--- src/rtl/spi_fault_pkg.sv ---
package spi_fault_pkg;
  localparam int MIN_SYNC = 2;

  typedef struct packed {
    logic fault_en;
    logic err_ie;
  } ctrl_t;

  localparam ctrl_t CTRL_RESET = '{fault_en: 1'b0, err_ie: 1'b0};
endpackage

--- src/rtl/ss_sync.sv ---
module ss_sync #(
  parameter int  STAGES    = 2,
  parameter logic RESET_VAL = 1'b1
) (
  input  logic clk,
  input  logic rst,
  input  logic din,
  output logic dout
);
  localparam int N = (STAGES < spi_fault_pkg::MIN_SYNC) ? spi_fault_pkg::MIN_SYNC : STAGES;

  logic [N-1:0] chain;

  generate
    for (genvar i = 0; i < N; i++) begin : g_stage
      if (i == 0) begin : g_first
        always_ff @(posedge clk) begin
          if (rst) chain[0] <= RESET_VAL;
          else     chain[0] <= din;
        end
      end else begin : g_rest
        always_ff @(posedge clk) begin
          if (rst) chain[i] <= RESET_VAL;
          else     chain[i] <= chain[i-1];
        end
      end
    end
  endgenerate

  assign dout = chain[N-1];
endmodule

--- src/rtl/mode_fault_det.sv ---
module mode_fault_det (
  input  logic clk,
  input  logic rst,
  input  logic ss_lvl,
  input  logic is_master,
  input  logic xfer_active,
  input  logic fault_en,
  input  logic stat_rd,
  input  logic ctrl_wr,
  output logic mode_fault,
  output logic mf_next
);
  logic ss_prev;
  logic armed;
  logic slave_ev, master_ev, fault_ev, clr;

  always_comb begin
    slave_ev  = !is_master && xfer_active && ss_lvl && !ss_prev;
    master_ev = is_master && !ss_lvl;
    fault_ev  = fault_en && (slave_ev || master_ev);
    clr       = ctrl_wr && armed;
    if (fault_ev)  mf_next = 1'b1;
    else if (clr)  mf_next = 1'b0;
    else           mf_next = mode_fault;
  end

  always_ff @(posedge clk) begin
    if (rst) begin
      ss_prev    <= 1'b1;
      armed      <= 1'b0;
      mode_fault <= 1'b0;
    end else begin
      ss_prev    <= ss_lvl;
      mode_fault <= mf_next;
      if (clr)                     armed <= 1'b0;
      else if (stat_rd && mode_fault) armed <= 1'b1;
    end
  end
endmodule

--- src/rtl/rx_overflow_det.sv ---
module rx_overflow_det #(
  parameter int DATA_W = 8
) (
  input  logic              clk,
  input  logic              rst,
  input  logic              byte_done,
  input  logic [DATA_W-1:0] shift_byte,
  input  logic              data_rd,
  input  logic              stat_rd,
  output logic [DATA_W-1:0] rx_data,
  output logic              rx_full,
  output logic              overflow,
  output logic              ov_next
);
  logic armed;
  logic load, lose, clr;

  always_comb begin
    load = byte_done && (!rx_full || data_rd);
    lose = byte_done && rx_full && !data_rd;
    clr  = data_rd && armed;
    if (lose)      ov_next = 1'b1;
    else if (clr)  ov_next = 1'b0;
    else           ov_next = overflow;
  end

  always_ff @(posedge clk) begin
    if (load) rx_data <= shift_byte;
  end

  always_ff @(posedge clk) begin
    if (rst) begin
      rx_full  <= 1'b0;
      overflow <= 1'b0;
      armed    <= 1'b0;
    end else begin
      overflow <= ov_next;
      if (load)         rx_full <= 1'b1;
      else if (data_rd) rx_full <= 1'b0;
      if (clr)                      armed <= 1'b0;
      else if (stat_rd && overflow) armed <= 1'b1;
    end
  end
endmodule

--- src/rtl/spi_fault_monitor.sv ---
module spi_fault_monitor #(
  parameter int DATA_W      = 8,
  parameter int SYNC_STAGES = 2
) (
  input  logic              clk,
  input  logic              rst,
  input  logic              ssel_pin,
  input  logic              is_master,
  input  logic              xfer_active,
  input  logic              byte_done,
  input  logic [DATA_W-1:0] shift_byte,
  input  logic              data_rd,
  input  logic              stat_rd,
  input  logic              ctrl_wr,
  input  logic              wr_fault_en,
  input  logic              wr_err_ie,
  output logic [DATA_W-1:0] rx_data,
  output logic              rx_full,
  output logic              mode_fault,
  output logic              overflow,
  output logic              fault_en,
  output logic              err_ie,
  output logic              err_irq
);
  import spi_fault_pkg::*;

  ctrl_t ctrl_q, ctrl_d;
  logic  ss_lvl;
  logic  mf_next, ov_next;

  ss_sync #(.STAGES(SYNC_STAGES), .RESET_VAL(1'b1)) u_sync (
    .clk (clk), .rst (rst), .din (ssel_pin), .dout (ss_lvl)
  );

  mode_fault_det u_mf (
    .clk (clk), .rst (rst), .ss_lvl (ss_lvl), .is_master (is_master),
    .xfer_active (xfer_active), .fault_en (ctrl_q.fault_en),
    .stat_rd (stat_rd), .ctrl_wr (ctrl_wr),
    .mode_fault (mode_fault), .mf_next (mf_next)
  );

  rx_overflow_det #(.DATA_W(DATA_W)) u_ov (
    .clk (clk), .rst (rst), .byte_done (byte_done), .shift_byte (shift_byte),
    .data_rd (data_rd), .stat_rd (stat_rd),
    .rx_data (rx_data), .rx_full (rx_full), .overflow (overflow), .ov_next (ov_next)
  );

  always_comb begin
    ctrl_d = ctrl_q;
    if (ctrl_wr) begin
      ctrl_d.fault_en = wr_fault_en;
      ctrl_d.err_ie   = wr_err_ie;
    end
  end

  always_ff @(posedge clk) begin
    if (rst) begin
      ctrl_q  <= CTRL_RESET;
      err_irq <= 1'b0;
    end else begin
      ctrl_q  <= ctrl_d;
      err_irq <= ctrl_d.err_ie && (mf_next || ov_next);
    end
  end

  assign fault_en = ctrl_q.fault_en;
  assign err_ie   = ctrl_q.err_ie;
endmodule

--- config.mk ---
export PLATFORM = sky130hd
export DESIGN_NAME = spi_fault_monitor
export DESIGN_NICKNAME = d
export VERILOG_FILES = /design/src/rtl/spi_fault_pkg.sv /design/src/rtl/ss_sync.sv /design/src/rtl/mode_fault_det.sv /design/src/rtl/rx_overflow_det.sv /design/src/rtl/spi_fault_monitor.sv
export SDC_FILE = /design/constraint.sdc
export NUM_CORES = 1
export LEC_CHECK = 0
export CORE_AREA = 10 10 53 55
export DETAILED_ROUTE_END_ITERATION = 10
export DIE_AREA = 0 0 63 65
export PLACE_DENSITY = 0.73
export SETUP_SLACK_MARGIN = 0.05
export SYNTH_ARGS = -nofsm -noshare
export SYNTH_HDL_FRONTEND = slang
export SYNTH_SLANG_ARGS = --single-unit
export TNS_END_PERCENT = 1
--- constraint.sdc ---
create_clock -name clk -period 1.7 [get_ports clk]
set_input_delay 0.17 -clock clk [delete_from_list [all_inputs] [get_ports clk]]
set_output_delay 0.17 -clock clk [all_outputs]
set_load 0.005 [all_outputs]
==> summary.md <==
| Metric | Value |
|---|---|
| Hold_buf cts | `0` |
| Initial Util | `0.347` |
| Detailed-route via count | `491` |
| Worst Hold Class | `in -> reg` |
| Crit-path max FO | `4` |
| Worst setup SP type | `flip-flop` |
| Routed wire length per instance | `approximately 14 um` |
| Critical path required time | `between 1500 and 2000 ps` |
| Uppermost layer routed | `met4` |
| FMAX | `712 MHz` |
| Met2 Wirelength | `between 600 and 700 um` |
| GRT Resource Usage Total | `0.0744` |
| Max-cap violation count | `0` |
| Unique masters post-synth | `20` |
| Status | `finished, final reports clean` |
| Cell taking the most area after synthesis | `edfxtp_1` |
| Sequential area share after synthesis | `0.712` |
| WP buf/inv | `1` |
| Die height | `between 60 and 70 um` |
| Pin count of the biggest net entering global routing | `12` |
| Crit path DAT | `around 1200 ps` |
| Dpl hpwl | `roughly 1200 um` |
| Total global routing overflow | `0` |
| Post-Place Setup Slack | `about 310 ps` |
| Crit-path slowest cell | `clkdlybuf4s50_1` |
| First-pass GRT wire length | `~2300 um` |
| Final Hold Fails | `0` |
| Post-Route M1 WL | `655 um` |
| Delay-heaviest family, CP | `buffers and inverters` |
| Final nets | `between 100 and 150` |
| Multi-input gate area | `roughly 170 um2` |
| Area after DPL | `around 1000 um2` |
| 1st-iter DRT viols | `6` |
| Final WS setup | `~300 ps` |
| Syn_area_per_cell | `approximately 14 um2` |
| Final Critical Period | `around 1400 ps` |
| Layout Cells excl Fill | `110` |
| Leak Pwr | `0.000384 uW` |
| Placed Cells | `between 100 and 150` |
| DR vias/cell | `between 4 and 5` |
| Antenna violations before repair | `0` |
| # Post-CTS Setup Buffers | `0` |
| TritonCTS sink count | `19` |
| Crit path cell chain | `clkdlybuf4s50_1` |
| Final wirelength | `around 1500 um` |
| Max Buffers Root-to-Sink | `2` |
| Die width | `around 63 um` |
| GPL Wtd Cong | `0.654` |
| Final-report setup violation count | `0` |
| Crit-path max cell delay | `~530 ps` |
| WHS | `between 400 and 500 ps` |
| Ports | `33` |
| Cells after synthesis | `between 40 and 50` |
| Syn nets | `66` |
| Core area | `approximately 1900 um2` |
| Root Buffer | `clkbuf_4` |
| Area delta synth->final | `59.4%` |
| Number of port buffers | `32` |
| Synthesized area | `roughly 650 um2` |
| Num rows | `16` |
| RSZ-0062 raised after global routing | `no` |
| Cell Pwr Density | `around 820 nW/um2` |
| Fillers | `between 150 and 200` |
| Total CTS buffers | `3` |
| Number of synthesis warnings | `0` |
| Clock slew at reported path FFs | `between 100 and 150 ps` |
| Pre-antenna DRT Iters | `4` |
| Yosys top cell area share | `0.371` |
| Worst slew pin tran | `approximately 350 ps` |
| DR WL met3 | `approximately 110 um` |
| CTS resizes | `0` |
| Drt drc | `0` |
| CTS tree | `built` |
| Worst relative slew slack | `0.768` |
| CTS H-tree lvls | `1` |
| Slew Viols, Final | `0` |
| Final worst-path cycle share | `0.826` |
| Final instance area | `~1000 um2` |
| Sequential cell area | `460 um2` |
| Synth area leaders | `edfxtp_1 37%, dfxtp_1 34%, nor2_1 3.5%` |
| Post-route setup TNS | `0 ps` |
| Die area | `between 4000 and 5000 um2` |
| Share of layout cells above drive strength 1 | `0.120` |
| Clock Skew | `~15 ps` |
| #FFs+latches synth | `19` |
| Clk Latency, worst-skew pair | `~300 ps` |
| Vias in the first global route | `463` |
| Post-route ant nets | `0` |
| CP Capture Type | `primary output` |
| Antenna Cells | `0` |
| Setup CP Type | `reg -> out` |
| Max VDD drop | `roughly 330 uV` |
area by class of cell:
| class | instances | share of cell area |
|---|---|---|
| clock inverters | 1 | 0.00485 |
| well taps | 27 | 0.0328 |
| flip-flops and latches | 19 | 0.447 |
| multi-input cells | 25 | 0.169 |
| repair buffers | 33 | 0.318 |
| inverters | 2 | 0.00728 |
| clock buffers | 3 | 0.0218 |
kinds of logic after synthesis:
logic type             count (synthesis)  share of synthesized area
flip-flops                            19                      0.712
AND/OR/NAND/NOR                       14                      0.122
AO/OA/AOI/OAI                          8                     0.0986
multiplexers                           3                     0.0484
buffers and inverters                  3                     0.0193
cells in the final DEF, fill, tap and decap left out:
master            n
a31oi_1           1
edfxtp_1          8
nor2_1            6
clkbuf_4          3
nand2_1           1
nor2_2            1
clkdlybuf4s50_1  32
or2_2             1
a211oi_2          1
and3b_1           1
a21boi_0          2
a21oi_1           2
mux2i_1           2
or2_1             2
inv_1             2
mux2_2            1
a21boi_2          1
nor2b_1           1
and4bb_1          1
a2bb2oi_1         1
clkinv_2          1
dfxtp_1          11
buf_4             1
routing by layer:
layer  global-route usage  vias up
li1                     -      236
met1               0.0849      224
met2                0.102       27
met3               0.0344        4
met4               0.0670        0
met5                    0        -
flip-flops by register name (all words and copies together) (netlist names):
register,count
u_sync.dout,1
u_mf.armed,1
u_ov.rx_data,8
u_sync.chain,1
u_mf.ss_prev,1
fault_en,1
u_ov.armed,1
u_ov.overflow,1
u_ov.rx_full,1
err_ie,1
u_mf.mode_fault,1
err_irq,1
synthesized netlist by cell type:
| master | number |
|---|---|
| nor2b_1 | 1 |
| a2bb2oi_1 | 1 |
| mux2_2 | 1 |
| and4bb_1 | 1 |
| a21boi_2 | 1 |
| inv_1 | 2 |
| mux2i_1 | 2 |
| a21oi_1 | 2 |
| or2_2 | 1 |
| nor2_1 | 6 |
| and3b_1 | 1 |
| or2_1 | 2 |
| a211oi_2 | 1 |
| nor2_2 | 1 |
| edfxtp_1 | 8 |
| a21boi_0 | 2 |
| nand2_1 | 1 |
| a31oi_1 | 1 |
| dfxtp_1 | 11 |
| buf_2 | 1 |
where the power goes:
group	switching, uW	internal (uW)
Sequential	9.13	499
Combinational	35.2	78.9
Clock	135	87.7
Total	179	665
stage by stage:
stage | utilization | power [uW]
global route | 0.554 | 892
detailed placement | 0.539 | 634
floorplan | - | 547
global placement | 0.539 | 632
finish | 0.554 | 845
CTS | 0.554 | 857
worst register-to-register path: cells and delay by family, from the launching register on:
family             cells  cell delay [ps]
DFF                    1              360
AOI/OAI and AO/OA      2              350
and+or+nand+nor        1              200
worst paths after layout:
check	slack (ps)	to	start	cells after the start
hold reg to reg	420	u_sync.dout$_SDFF_PP1_	u_sync.chain[0]$_SDFF_PP1_	1
setup / recovery	300	fault_en	fault_en$_SDFFE_PP0P_	1
hold / removal	410	u_sync.chain[0]$_SDFF_PP1_	ssel_pin	2
setup reg to reg	690	err_irq$_SDFF_PP0_	fault_en$_SDFFE_PP0P_	3
No activity file was read; power rests on OpenSTA's default activity.
